===== src/rtl/simd_halving_pkg.sv =====
// Package: shared size codes and vector constants for the halving unit.
// Assumes a vector width that is a multiple of 64 bits.
package simd_halving_pkg;
    typedef enum logic [1:0] {
        SZ_B8  = 2'd0,
        SZ_B16 = 2'd1,
        SZ_B32 = 2'd2,
        SZ_BAD = 2'd3
    } elem_size_e;

    localparam int unsigned VEC_W_DEF = 128;
endpackage


===== src/rtl/halving_lane.sv =====
// Module: one element of a halving add/subtract.
// Computes (a +/- b) at W+1 bits, filling the guard bit from the sign
// bit (signed) or with zero (unsigned), then drops the low bit.
// Assumes: purely combinational; W >= 2.
module halving_lane #(
    parameter int unsigned W = 8
) (
    input  logic         sub,
    input  logic         sgn,
    input  logic [W-1:0] a,
    input  logic [W-1:0] b,
    output logic [W-1:0] y
);
    logic [W:0] a_ext;
    logic [W:0] b_ext;
    logic [W:0] wide;

    // Extend both operands by one guard bit according to signedness.
    always_comb begin
        a_ext = {sgn & a[W-1], a};
        b_ext = {sgn & b[W-1], b};
    end

    // Full-precision sum or difference, then truncating halve.
    always_comb begin
        wide = sub ? (a_ext - b_ext) : (a_ext + b_ext);
        y    = W'(wide >> 1);
    end

    // The halved sum of two values lies between them.
    always_comb begin
        if (!sub) begin
            if (sgn) begin
                assert_mean_between_s_R1: assert (
                    ($signed(y) >= (($signed(a) < $signed(b)) ? $signed(a) : $signed(b))) &&
                    ($signed(y) <= (($signed(a) > $signed(b)) ? $signed(a) : $signed(b))));
            end else begin
                assert_mean_between_u_R1: assert (
                    (y >= ((a < b) ? a : b)) && (y <= ((a > b) ? a : b)));
            end
        end
    end
endmodule


===== src/rtl/lane_array.sv =====
// Module: a row of identical halving lanes covering the whole vector at
// one element width.
// Assumes DATA_W is a multiple of ELEM_W.
module lane_array #(
    parameter int unsigned DATA_W = 128,
    parameter int unsigned ELEM_W = 8
) (
    input  logic              sub,
    input  logic              sgn,
    input  logic [DATA_W-1:0] a,
    input  logic [DATA_W-1:0] b,
    output logic [DATA_W-1:0] y
);
    localparam int unsigned LANES = DATA_W / ELEM_W;

    // One lane per element slot; lanes share only the control bits.
    for (genvar i = 0; i < LANES; i++) begin : g_lane
        halving_lane #(.W(ELEM_W)) u_lane (
            .sub (sub),
            .sgn (sgn),
            .a   (a[i*ELEM_W +: ELEM_W]),
            .b   (b[i*ELEM_W +: ELEM_W]),
            .y   (y[i*ELEM_W +: ELEM_W])
        );
    end
endmodule


===== src/rtl/simd_halving_unit.sv =====
// Module: packed SIMD halving add/subtract, one register stage.
// Three lane arrays (8/16/32-bit) run in parallel. The size code picks
// one of them, and the quad flag zeroes the upper half for 64-bit vectors.
// The result and flags are registered on the valid strobe. Size code 3 is
// reported on undef_op and leaves the result register untouched.
// Assumes: synchronous active-low reset; VEC_W a multiple of 64.
module simd_halving_unit
    import simd_halving_pkg::*;
#(
    parameter int unsigned VEC_W = VEC_W_DEF
) (
    input  logic             clk,
    input  logic             rst_n,
    input  logic             in_valid,
    input  logic             op_sub,
    input  logic             is_unsigned,
    input  logic [1:0]       elem_size,
    input  logic             quad,
    input  logic [VEC_W-1:0] opnd_a,
    input  logic [VEC_W-1:0] opnd_b,
    output logic             out_valid,
    output logic [VEC_W-1:0] result,
    output logic             undef_op
);
    localparam int unsigned HALF_W = VEC_W / 2;

    logic             sgn;
    logic             legal;
    logic [VEC_W-1:0] y8;
    logic [VEC_W-1:0] y16;
    logic [VEC_W-1:0] y32;
    logic [VEC_W-1:0] picked;
    logic [VEC_W-1:0] masked;

    assign sgn   = ~is_unsigned;
    assign legal = (elem_size_e'(elem_size) != SZ_BAD);

    lane_array #(.DATA_W(VEC_W), .ELEM_W(8)) u_arr8 (
        .sub(op_sub), .sgn(sgn), .a(opnd_a), .b(opnd_b), .y(y8)
    );
    lane_array #(.DATA_W(VEC_W), .ELEM_W(16)) u_arr16 (
        .sub(op_sub), .sgn(sgn), .a(opnd_a), .b(opnd_b), .y(y16)
    );
    lane_array #(.DATA_W(VEC_W), .ELEM_W(32)) u_arr32 (
        .sub(op_sub), .sgn(sgn), .a(opnd_a), .b(opnd_b), .y(y32)
    );

    // Choose the lane array matching the element width code.
    always_comb begin
        unique case (elem_size_e'(elem_size))
            SZ_B8:   picked = y8;
            SZ_B16:  picked = y16;
            SZ_B32:  picked = y32;
            default: picked = result;
        endcase
    end

    // Zero the upper half when only a 64-bit vector is active.
    always_comb begin
        masked = picked;
        if (!quad) begin
            masked[VEC_W-1:HALF_W] = '0;
        end
    end

    // Output register: capture legal results, flag illegal size codes.
    always_ff @(posedge clk) begin
        if (!rst_n) begin
            out_valid <= 1'b0;
            undef_op  <= 1'b0;
            result    <= '0;
        end else begin
            out_valid <= in_valid & legal;
            undef_op  <= in_valid & ~legal;
            if (in_valid && legal) begin
                result <= masked;
            end
        end
    end

    // A legal strobe yields out_valid on the next clock.
    assert_latency_R7: assert property (@(posedge clk) disable iff (!rst_n)
        (in_valid && legal) |=> out_valid);

    // Without a legal strobe the result register holds.
    assert_hold_R7: assert property (@(posedge clk) disable iff (!rst_n)
        !(in_valid && legal) |=> $stable(result));

    // An illegal size code raises undef_op and never out_valid.
    assert_undef_flag_R6: assert property (@(posedge clk) disable iff (!rst_n)
        (in_valid && elem_size == 2'd3) |=> (undef_op && !out_valid));

    // Valid and illegal flags are never high together.
    assert_flags_exclusive_R6: assert property (@(posedge clk) disable iff (!rst_n)
        !(undef_op && out_valid));

    // A 64-bit operation writes zeros into the upper half.
    assert_upper_zero_R5: assert property (@(posedge clk) disable iff (!rst_n)
        (in_valid && legal && !quad) |=> (result[VEC_W-1:HALF_W] == '0));
endmodule


===== config.mk =====
export PLATFORM = sky130hd
export DESIGN_NAME = simd_halving_unit
export DESIGN_NICKNAME = d
export VERILOG_FILES = /design/src/rtl/simd_halving_pkg.sv /design/src/rtl/halving_lane.sv /design/src/rtl/lane_array.sv /design/src/rtl/simd_halving_unit.sv
export SDC_FILE = /design/constraint.sdc
export NUM_CORES = 1
export LEC_CHECK = 0
export BUFFER_PORTS_ARGS = -buffer_cell sky130_fd_sc_hd__buf_2
export CORE_AREA = 5 5 219 274
export CTS_CLUSTER_SIZE = 10
export DETAILED_ROUTE_END_ITERATION = 7
export DIE_AREA = 0 0 224 279
export PLACE_DENSITY = 0.63
export SYNTH_ARGS = -nofsm -noshare
export SYNTH_HDL_FRONTEND = slang
export SYNTH_SLANG_ARGS = --single-unit

===== constraint.sdc =====
create_clock -name clk -period 5.1 [get_ports clk]
set_clock_uncertainty 0.2 [all_clocks]
set_input_delay 0.51 -clock clk [delete_from_list [all_inputs] [get_ports clk]]
set_output_delay 0.51 -clock clk [all_outputs]
set_load 0.005 [all_outputs]

# [Word level (Yosys, flattened, before mapping)]
# Index checks and enable logic that the tools add are counted.
# W data, S select, Z words.
[totals] out_inout_bits=130 word_cells=135 in_bits=264 register_bits=130
[classes] muxes=30 n_reduce_logical=5 bitwise=36 eq_ne=4 add_sub_neg=56
[op_table] cell="$pmux W128 S3" count=1
[op_table] cell="$add A9 B9 Y9" count=16
[op_table] cell="$mux W9" count=16
[op_table] cell="$sub A9 B9 Y9" count=16
[op_table] cell="$add A17 B17 Y17" count=8
[op_table] cell="$mux W17" count=8
[op_table] cell="$sub A17 B17 Y17" count=8
[op_table] cell="$add A33 B33 Y33" count=4
[op_table] cell="$mux W33" count=4
[op_table] cell="$sub A33 B33 Y33" count=4
[op_table] cell="$mux W64" count=1
[op_table] cell="$and A1 B1 Y1" count=34
[op_table] cell="$ne A4 B1 Y1 const B" count=1
[op_table] cell="$reduce_and A2 Y1" count=2
[op_table] cell="$reduce_bool A3 Y1" count=1
[op_table] cell="$eq A2 B1 Y1 const B" count=1
[op_table] cell="$eq A2 B2 Y1 const B" count=1
[op_table] cell="$logic_not A2 Y1" count=1
[op_table] cell="$ne A2 B2 Y1 const B" count=1
[op_table] cell="$not A1 Y1" count=2
[op_table] cell="$logic_and A1 B1 Y1" count=1

# [Logic depth before layout (Yosys ltp)]
# Gate-level depths: netlist of the first run.
[depth] depth_word=6 depth_mapped=21

# [Cells and area by module]
# Synthesis of the first run repeated with hierarchy kept, for this count alone.
[hier_totals] hier_cells=4476 hier_area_um2=33014.2
[modules_own_cells] mod="halving_lane (u_arr32.g_lane[0].u_lane ...)" n_inst=4 area_each_um2=2248.4 cells_per_inst=317
[modules_own_cells] mod="halving_lane (u_arr16.g_lane[0].u_lane ...)" n_inst=7 area_each_um2=1111.1 cells_per_inst=159
[modules_own_cells] mod="halving_lane (u_arr8.g_lane[0].u_lane ...)" n_inst=14 area_each_um2=528.0 cells_per_inst=70
[modules_own_cells] mod="simd_halving_unit" n_inst=1 area_each_um2=6696.4 cells_per_inst=813
[modules_own_cells] mod="halving_lane (u_arr16.g_lane[7].u_lane)" n_inst=1 area_each_um2=1118.6 cells_per_inst=162
[modules_own_cells] mod="halving_lane (u_arr8.g_lane[8].u_lane ...)" n_inst=2 area_each_um2=518.0 cells_per_inst=70

# [Worst setup path after synthesis of the first run]
# No wires, ideal clock.
[synth_timing] kind="in2reg" startpoint="input port op_sub" endpoint="register result[95]" t_arrival_ps=4589 path_slack_ps=237 cell_stages=17 required_time_ps=4826 path_buffers=5 path_cell_list="clkbuf_1 buf_1 clkbuf_1 clkbuf_1 buf_1 mux2i_1 fa_1 a21o_1 a21o_1 a2111oi_0 or2_1 o31ai_1 or4_1 a31oi_1 xnor2_1 nand2_1 a31oi_1"
[synth_via] elab_chain_cells=3
[synth_rtl] element="start: declaration" line_no="simd_halving_unit.sv:15" rtl="input logic op_sub,"
[synth_rtl] element="$mux W33 (tied with other cells)" line_no="halving_lane.sv:26" rtl="wide = sub ? (a_ext - b_ext) : (a_ext + b_ext);"
[synth_rtl] element="$pmux W128 S3 (*)" line_no="simd_halving_unit.sv:50" rtl="unique case (elem_size_e'(elem_size))"
[synth_rtl] element="$mux W64 (*)" line_no="simd_halving_unit.sv:61" rtl="if (!quad) begin"
[synth_rtl] element="end signal: assignment" line_no="simd_halving_unit.sv:76" rtl="result <= masked;"
[synth_rtl] element="end: declaration" line_no="simd_halving_unit.sv:22" rtl="output logic [VEC_W-1:0] result,"
# Mark *: on every way between the ends. The rest lies on a longest branch, timed or not.
# A chain may end at the register's enable or synchronous reset.

# [Final worst setup path of the first run]
[layout_timing] startpoint="input port opnd_b[99]" endpoint="register result[119]"
[layout_via] elab_chain_cells=4
[layout_rtl] element="start: declaration" line_no="simd_halving_unit.sv:20" rtl="input logic [VEC_W-1:0] opnd_b,"
[layout_rtl] element="$add A33 B33 Y33 or $sub A33 B33 Y33 (tied branches)" line_no="halving_lane.sv:26"
[layout_rtl] element="$mux W33 (*)" line_no="halving_lane.sv:26"
[layout_rtl] element="$pmux W128 S3 (*)" line_no="simd_halving_unit.sv:50"
[layout_rtl] element="$mux W64 (*)" line_no="simd_halving_unit.sv:61"
# Marked as above.

==> results by stage, run 1 <==
Status:
- The run finished with clean final reports.

Route:
- In the routed design, unresolved DRC markers number 0.
- The detailed router finished its first iteration with 1519 violations.
- The number of vias in the routed layout is 23960.
- The count of nets left with antenna violations once routing finished came out at 0.
- In the final routed layout, each cell accounts on average for roughly 20 µm.
- Dividing the detail-routed via count by the number of cells gives around 5.7.
- Before antenna repair, the detailed router went through 6 iterations.
- After detailed routing, the total wire length is 86.19 mm.

Timing:
- Adding up every negative setup slack in the final design gives 0 ns.
- Of the available clock period, the critical path in the final layout requires 0.8537.
- The total count of hold-check failures in the final report is 0.
- Setup violations remaining at the end of the flow were counted as 0.
- The final number of max-transition violations was 0.
- For the finished layout, the period the worst path requires is about 4.4 ns.
- The worst-case headroom to the max-slew limit is 0.2558.
- At the pin with the least slew margin, the transition time is about 1.1 ns.
- Setup repair after global routing left no endpoint under its margin.
- The worst hold-check slack is 0.09493 ns.
- The maximum clock frequency is around 230 MHz.
- The post-route worst setup slack is 0.7463 ns.

Finish:
- At the end of the flow the core is filled with cells to 0.4571.
- The signed area change from the synthesized netlist to the final layout is 15.73%.
- The final-stage net count is around 4000.
- The library cell used most frequently in the layout, excluding fill and tap cells, is sky130_fd_sc_hd__buf_2.
- The library cells used most frequently in the layout, excluding fill and tap cells, are sky130_fd_sc_hd__buf_2, sky130_fd_sc_hd__nor2_1, sky130_fd_sc_hd__xnor2_1.
- The fraction of final layout cells with drive strength greater than 1 is 0.1640.

Clock tree:
- For the worst-skew pair, the clock arrives at the later sink with an insertion delay of roughly 0.49 ns.
- In this run, post-CTS repair resized a total of 0 instances.
- The TritonCTS clock tree is yes.
- The number of clock sinks seen by CTS is 130.
- The maximum clock path buffer count is 2.
- The H-tree generated during clock tree synthesis spans 4 levels.
- The number of hold buffers added after CTS was 0.
- The clock slew at the register clock pins of the worst setup and hold paths is 0.07 ns.
- The library cell used as clock root buffer is sky130_fd_sc_hd__clkbuf_16.
- The number of clock buffers added by TritonCTS is 17.
- The number of setup buffers added after CTS is 0.

Placed design:
- Input and output buffers added on the ports amount to about 390.
- The post-place setup slack is about 0.29 ns.
- The routability-driven placement congestion ratio is between 0.9 and 1.
- The placed wire-length estimate is slightly below 70 mm.

Die:
- During I/O placement, the number of pins put on the boundary was 394.
- The die is ~280 µm tall.
- The die covers about 0.062 mm².
- After floorplanning, the core was sized to cover between 0.05 and 0.06 mm².
- The row count is 98.
- The horizontal extent of the die is 224 µm.
- The initial core utilization is 0.3950.

Global routing:
- The via count of the first global-routing pass is between 20000 and 25000.
- met2 is the most crowded layer.
- The wire length of the first global-routing pass is approximately 130 mm.
- Global routing finished with a remaining overflow of 0.
- In the global route stage, met3 resource usage came out at 0.05521.
- The maximum number of pins on one net before global-route repair is 63.
- The initial antenna violation count is 12.
- The met1 track utilization from global routing is 0.3100.
- In the global route stage, overall resource usage came out at 0.2641.
- In the global route stage, met2 resource usage came out at 0.4598.

Yosys:
- Counting flops with a built-in enable in the synthesized netlist gives 0.
- The dominant register cell in the synthesized netlist is sky130_fd_sc_hd__dfxtp_1.
- The cell area that synthesis handed to floorplanning was between 0.02 and 0.025 mm².
- The cell count after synthesis came out at roughly 3100.
- The fraction of registers with async set/reset is 0.
- Yosys printed 0 warnings.
- The number of distinct standard cells referenced by the synthesized netlist is roughly 100.
- The register bit total from synthesis is 130.
- The net count after synthesis is roughly 3700.
- The synthesized area per cell is between 7 and 8 µm².
- The sequential fraction of the synthesis area is 0.1156.

Setup path:
- The endpoint class of the critical path is a flip-flop.
- For the worst setup path, the data required time is 5.28 ns.
- The startpoint type of the worst setup path is a primary input.
- Of all nets on the critical path, the largest fanout is 4.
- The setup path with the least slack is of type primary input to flip-flop.
- For the worst setup path, the data arrival time is roughly 4.5 ns.

Pwr:
- IR analysis of the VDD net gives a maximum drop of around 0.00020 V.
- The static leakage is around 12 nW.
- The total power density per cell area is around 230 mW/mm².

Flow run:
- The max-cap check violation count is 0.

Hold path:
- The worst min-delay path category is primary input to flip-flop.
-- layer usage --
metal | vias to the layer above | routed length, µm
li1 | 11900 | -
met1 | 11180 | 35360
met2 | 706 | 41430
met3 | 173 | 5349
met4 | 6 | 4020
met5 | - | 29
-- stage by stage --
stage / instance area [µm²] / total power (W) / cells
2_1_floorplan: 22520 / 0.003712 / 3113
3_3_place_gp: 25470 / 0.004722 / 4176
3_5_place_dp: 25470 / 0.004728 / 4176
4_1_cts: 26040 / 0.006056 / 4208
5_1_grt: 26060 / 0.006483 / 4214
6_report: 26060 / 0.006043 / 4216
-- sequential cells by signal (all words and copies together) (netlist names) --
name       flops
out_valid      1
result       128
undef_op       1
-- final cells by class --
class	instances	area, µm²
sequential	130	2603
multi-input combinational	2710	18950
clock buffer	19	452.9
antenna	8	20.02
inverter	126	473.0
timing repair buffer	460	2504
tap	750	938.4
fill	5967	30950
clock inverter	13	123.9
-- worst paths after layout --
kind                            slack [ns]   startpoint     endpoint  cells after the start
worst max-delay path                  0.75   opnd_b[99]  result[119]                     22
worst min-delay path                  0.09     in_valid     undef_op                      2
worst max register to register        4.00   result[61]   result[61]                      3
worst min register to register        0.25  result[111]  result[111]                      2
-- critical path: stages --
cell                       delay (ns)
sky130_fd_sc_hd__buf_2           0.13
sky130_fd_sc_hd__or4_4           0.54
sky130_fd_sc_hd__nor2_1          0.13
sky130_fd_sc_hd__nand2_1         0.08
sky130_fd_sc_hd__nor4_1          0.25
sky130_fd_sc_hd__buf_4           0.18
sky130_fd_sc_hd__nand2_1         0.06
sky130_fd_sc_hd__nor2_1          0.14
sky130_fd_sc_hd__a21oi_1         0.10
sky130_fd_sc_hd__xnor2_1         0.13
sky130_fd_sc_hd__ha_1            0.33
sky130_fd_sc_hd__a21oi_1         0.14
sky130_fd_sc_hd__o21ai_1         0.08
sky130_fd_sc_hd__a21o_1          0.18
sky130_fd_sc_hd__a21oi_1         0.18
sky130_fd_sc_hd__nor3b_1         0.32
sky130_fd_sc_hd__buf_4           0.18
sky130_fd_sc_hd__a211oi_1        0.10
sky130_fd_sc_hd__o21a_1          0.22
sky130_fd_sc_hd__or3_1           0.31
sky130_fd_sc_hd__a31oi_1         0.18
sky130_fd_sc_hd__o21ai_1         0.07
-- synthesized netlist by cell type, types with 30 or more instances --
| cell | count | area share |
|---|---|---|
| sky130_fd_sc_hd__a21o_1 | 102 | 0.034 |
| sky130_fd_sc_hd__a21oi_1 | 318 | 0.071 |
| sky130_fd_sc_hd__a221oi_1 | 30 | 0.012 |
| sky130_fd_sc_hd__a22oi_1 | 35 | 0.012 |
| sky130_fd_sc_hd__a31oi_1 | 47 | 0.013 |
| sky130_fd_sc_hd__clkbuf_1 | 133 | 0.022 |
| sky130_fd_sc_hd__dfxtp_1 | 130 | 0.12 |
| sky130_fd_sc_hd__ha_1 | 260 | 0.14 |
| sky130_fd_sc_hd__inv_1 | 124 | 0.021 |
| sky130_fd_sc_hd__nand2_1 | 197 | 0.033 |
| sky130_fd_sc_hd__nand2b_1 | 55 | 0.015 |
| sky130_fd_sc_hd__nand3_1 | 46 | 0.010 |
| sky130_fd_sc_hd__nor2_1 | 370 | 0.062 |
| sky130_fd_sc_hd__nor2b_1 | 33 | 0.0092 |
| sky130_fd_sc_hd__nor3_1 | 78 | 0.017 |
| sky130_fd_sc_hd__o21ai_0 | 170 | 0.038 |
| sky130_fd_sc_hd__o21ai_1 | 39 | 0.0087 |
| sky130_fd_sc_hd__o21bai_1 | 33 | 0.011 |
| sky130_fd_sc_hd__xnor2_1 | 353 | 0.14 |
| sky130_fd_sc_hd__xor2_1 | 109 | 0.042 |
-- logic make-up after synthesis --
kind of cell    count (synthesis)  share of synthesized area
fa+ha+maj                     276                     0.1587
buf+inv                       273                    0.04556
xor+xnor                      462                     0.1797
mux                            26                    0.01222
simple gates                  947                     0.2000
compound gates                999                     0.2884
flops                         130                     0.1156
-- where the power goes --
group	internal (W)	total (W)	switching, W
sequential	0.00110	0.00115	0.0000498
combinational	0.00151	0.00359	0.00208
clock	0.000703	0.00130	0.000596
total	0.00332	0.00604	0.00273
(Power assumes the default switching activity.)
==> inputs of run 2 (changes only) <==
--- a/config.mk
+++ b/config.mk
@@ -5,12 +5,12 @@
 export SDC_FILE = /design/constraint.sdc
 export NUM_CORES = 1
 export LEC_CHECK = 0
-export BUFFER_PORTS_ARGS = -buffer_cell sky130_fd_sc_hd__buf_2
 export CORE_AREA = 5 5 219 274
 export CTS_CLUSTER_SIZE = 10
 export DETAILED_ROUTE_END_ITERATION = 7
 export DIE_AREA = 0 0 224 279
-export PLACE_DENSITY = 0.63
+export DONT_BUFFER_PORTS = 1
+export PLACE_DENSITY = 0.57
 export SYNTH_ARGS = -nofsm -noshare
 export SYNTH_HDL_FRONTEND = slang
 export SYNTH_SLANG_ARGS = --single-unit
==> run 2 against run 1 <==
  * Fmax is 0.23% lower
  * Wire length increased by 4.3%
  * Core utilization fell by 3.6 points
  * Sequential share of layout area rose by 0.86 points
  * First-iteration DRC count down 19%
  * Power down 4.6%
  * Final cell count fell by 9.6%
  * Critical path type unchanged
  * Via count fell by 3.6%
  * Worst hold slack worse by 0.060 ns
  * Clock power about the same
  * Clock-buffer cell count shrank 2
==> results by stage, run 2 (synthesis results as in run 1) <==
Clock tree:
- The maximum clock path buffer count is 2 (unchanged).
- The TritonCTS clock tree is yes (unchanged).
- The count of buffers added by post-CTS timing repair for setup is 0 (unchanged).
- The clock slew at the register clock pins of the worst setup and hold paths is 0.07 ns (about the same).
- The worst-skew pair later-pin latency came to 0.45 ns (was 0.49 ns).
- The deepest level of the CTS H-tree was 4 (unchanged).
- The number of buffers inserted during clock tree synthesis came to 17 (unchanged).
- The number of clock sinks seen by CTS is 130 (unchanged).
- The total of hold buffers inserted after clock tree synthesis is 3 (was 0).
- The number of gates given a new drive strength after cts was 0 (unchanged).
- The library cell used as clock root buffer is sky130_fd_sc_hd__clkbuf_16 (unchanged).

Finish:
- The non-filler instance count after layout is 3810 (was 4216).
- The signed area change from the synthesized netlist to the final layout is 6.600% (was 15.73%).
- The fraction of final layout cells with drive strength greater than 1 is 0.05359 (was 0.1640).
- Highest-count cells in the layout ignoring fill and taps: sky130_fd_sc_hd__nor2_1, sky130_fd_sc_hd__xnor2_1, sky130_fd_sc_hd__a21oi_1 (was sky130_fd_sc_hd__buf_2, sky130_fd_sc_hd__nor2_1, sky130_fd_sc_hd__xnor2_1).
- The final-stage net count is 3587 (was 3985).
- The core utilization of the finished layout is 0.4210 (was 0.4571).
- The register name with the most flops is result (unchanged).
- Registers with the most flip-flops: result x128, out_valid x1, undef_op x1 (unchanged).
- The number of flip-flops in the largest register is 128 (unchanged).
- The area of all placed cells without fillers is 0.02401 mm² (was 0.02606 mm²).
- The number of antenna diodes came to 0 (was 8).
- The leading cell type in the layout, fill and taps excluded is sky130_fd_sc_hd__nor2_1 (was sky130_fd_sc_hd__buf_2).

Timing:
- The total setup violations reported at the end of the flow was 0 (unchanged).
- The maximum clock frequency is 229.2 MHz (was 229.7 MHz).
- The sum of negative setup slack came to 0 ns (unchanged).
- The worst-margin pin slew is 1.023 ns (was 1.112 ns).
- The post-route worst setup slack is 0.7364 ns (was 0.7463 ns).
- The time the final worst path needs with I/O delays and setup is 4.364 ns (was 4.354 ns).
- Setup repair after global routing missed its margin: false (unchanged).
- The final number of max-transition violations came to 0 (unchanged).
- The worst-case headroom to the max-slew limit was 0.3158 (was 0.2558).
- The period utilization came to 0.8556 (was 0.8537).
- The total count of hold-check failures in the final report is 0 (unchanged).

Status:
- Outcome: completed (unchanged).

Placed design:
- The total cell area at the placement stage is 0.02339 mm² (was 0.02547 mm²).
- The placed wire-length estimate is 72.63 mm (was 69.10 mm).
- The post-place setup slack is 0.2818 ns (was 0.2906 ns).
- The number of placed cells counting well taps is 3775 (was 4176).
- The count of port buffers added during placement came to 0 (was 393).
- The routability-driven placement congestion ratio is 0.9499 (was 0.9416).

Global routing:
- The most used routing layer in global routing is met2 (unchanged).
- The total global routing overflow was 0 (unchanged).
- The initial antenna violation count is 2 (was 12).
- The met1 track utilization from global routing is 0.2782 (was 0.3100).
- The maximum number of pins on one net before global-route repair is 231 (was 63).
- The wire length of the first global-routing pass is 135.2 mm (was 130.9 mm).
- The met3 capacity usage during global routing is 0.07645 (was 0.05521).
- The met2 track demand over resource in global routing is 0.5164 (was 0.4598).
- The global-route usage over all layers came to 0.2744 (was 0.2641).
- The via count of the first global-routing pass was 23310 (was 23160).

Die:
- The height of the die is 279 µm (unchanged).
- The initial core utilization is 0.3950 (unchanged).
- The row count is 98 (unchanged).
- The core footprint is 0.05702 mm² (unchanged).
- The horizontal extent of the die is 224 µm (unchanged).
- The I/O pin total is 394 (unchanged).
- The overall die area is 0.06250 mm² (unchanged).

Route:
- The mean routed wirelength per cell was 23.59 µm (was 20.44 µm).
- The number of DRC markers after the initial detailed-route iteration came to 1225 (was 1519).
- The number of vias in the routed layout was 23090 (was 23960).
- The final wirelength is 89.88 mm (was 86.19 mm).
- The number of nets with antenna violations after routing is 0 (unchanged).
- The DRC violation count after routing was 0 (unchanged).
- The number of vias per cell after detailed routing is 6.061 (was 5.683).
- The length of the first detailed-routing pass in iterations is 6 (unchanged).

Setup path:
- The cell occurring most often along the worst timing path is sky130_fd_sc_hd__a21oi_1 (unchanged).
- The kind of critical path is primary input to flip-flop (unchanged).
- The endpoint class of the critical path is a flip-flop (unchanged).
- The maximum fanout encountered on the critical timing path is 3 (was 4).
- List of cells traversed by the critical path: or4_4 > nor2_1 > nand2_1 > nor4_1 > buf_4 > nand2_1 > nor2_1 > a21oi_1 > xnor2_1 > ha_1 > a21oi_1 > o21ai_1 > a21o_1 > a21oi_1 > nor3b_1 > a211oi_1 > nand2b_1 > or4_1 > nand4_1 > a221oi_1 (was buf_2 > or4_4 > nor2_1 > nand2_1 > nor4_1 > buf_4 > nand2_1 > nor2_1 > a21oi_1 > xnor2_1 > ha_1 > a21oi_1 > o21ai_1 > a21o_1 > a21oi_1 > nor3b_1 > buf_4 > a211oi_1 > o21a_1 > or3_1 > a31oi_1 > o21ai_1).
- The cell type of the slowest stage on the worst timing path is sky130_fd_sc_hd__or4_4 (unchanged).
- The data required time of the critical path is 5.22 ns (was 5.28 ns).
- The highest cell delay on the worst timing path is 0.54 ns (about the same).
- The startpoint type of the worst setup path is a primary input (unchanged).
- The arrival time reported for the critical path endpoint is 4.49 ns (was 4.54 ns).

Pwr:
- The peak ir drop on the vdd network was 0.0002392 V (was 0.0002011 V).
- The static leakage is 9.832 nW (was 11.59 nW).
- The total power density per cell area is 240.2 mW/mm² (was 231.9 mW/mm²).

Flow run:
- The max-cap check violation count came to 0 (unchanged).

Hold path:
- The worst min-delay path category was primary input to flip-flop (unchanged).
[run 2: cell count changes in the layout (fill, tap and decap cells not counted), sizes merged]
cell,change
dlygate4sd3,+2
clkbuf,-3
inv,+1
buf,-399
diode,-8
clkinv,+1
[run 2: stage by stage]
stage	total power (W)	hold slack [ns]
after floorplan	0.003712	0.2430
after global placement	0.004429	0.2708
after detailed placement	0.004469	0.2799
after CTS	0.005775	0.002739
after global routing	0.006168	0.02010
final	0.005768	0.03508
[run 2: layer usage]
layer  vias to the layer above  share of wire
li1                      11090              -
met1                     11040           0.36
met2                       770           0.51
met3                       193          0.076
met4                         2          0.049
met5                         -        0.00022
[run 2: layout make-up]
| class | instances | area [µm²] |
|---|---|---|
| clock buffer | 17 | 425.4 |
| clock inverter | 15 | 147.6 |
| fill | 5974 | 33010 |
| inverter | 126 | 473.0 |
| multi-input combinational | 2710 | 18940 |
| sequential | 130 | 2603 |
| tap | 750 | 938.4 |
| timing repair buffer | 62 | 483.0 |
[run 2: power breakdown]
part           total, W  switching, W  leakage [nW]  internal, W
Sequential      0.00120      0.000104          1.06      0.00110
Combinational   0.00329       0.00189          8.49      0.00140
Clock           0.00128      0.000593         0.279     0.000685
[run 2: worst max-delay path, delay by kind of cell]
| kind | cells | cell delay (ns) |
|---|---|---|
| XOR/XNOR | 1 | 0.14 |
| AND/OR/NAND/NOR | 10 | 2.36 |
| adder cells (fa/ha/maj) | 1 | 0.31 |
| AO/OA/AOI/OAI | 7 | 0.96 |
| buffers and inverters | 1 | 0.18 |
[run 2: final timing paths]
check	cells past startpoint	endpoint	slack, ns	startpoint
worst max-delay path	20	result[127]	0.74	opnd_b[101]
worst min-delay path	2	result[26]	0.04	rst_n
worst max register to register	3	result[61]	3.87	result[61]
worst min register to register	2	result[5]	0.29	result[5]
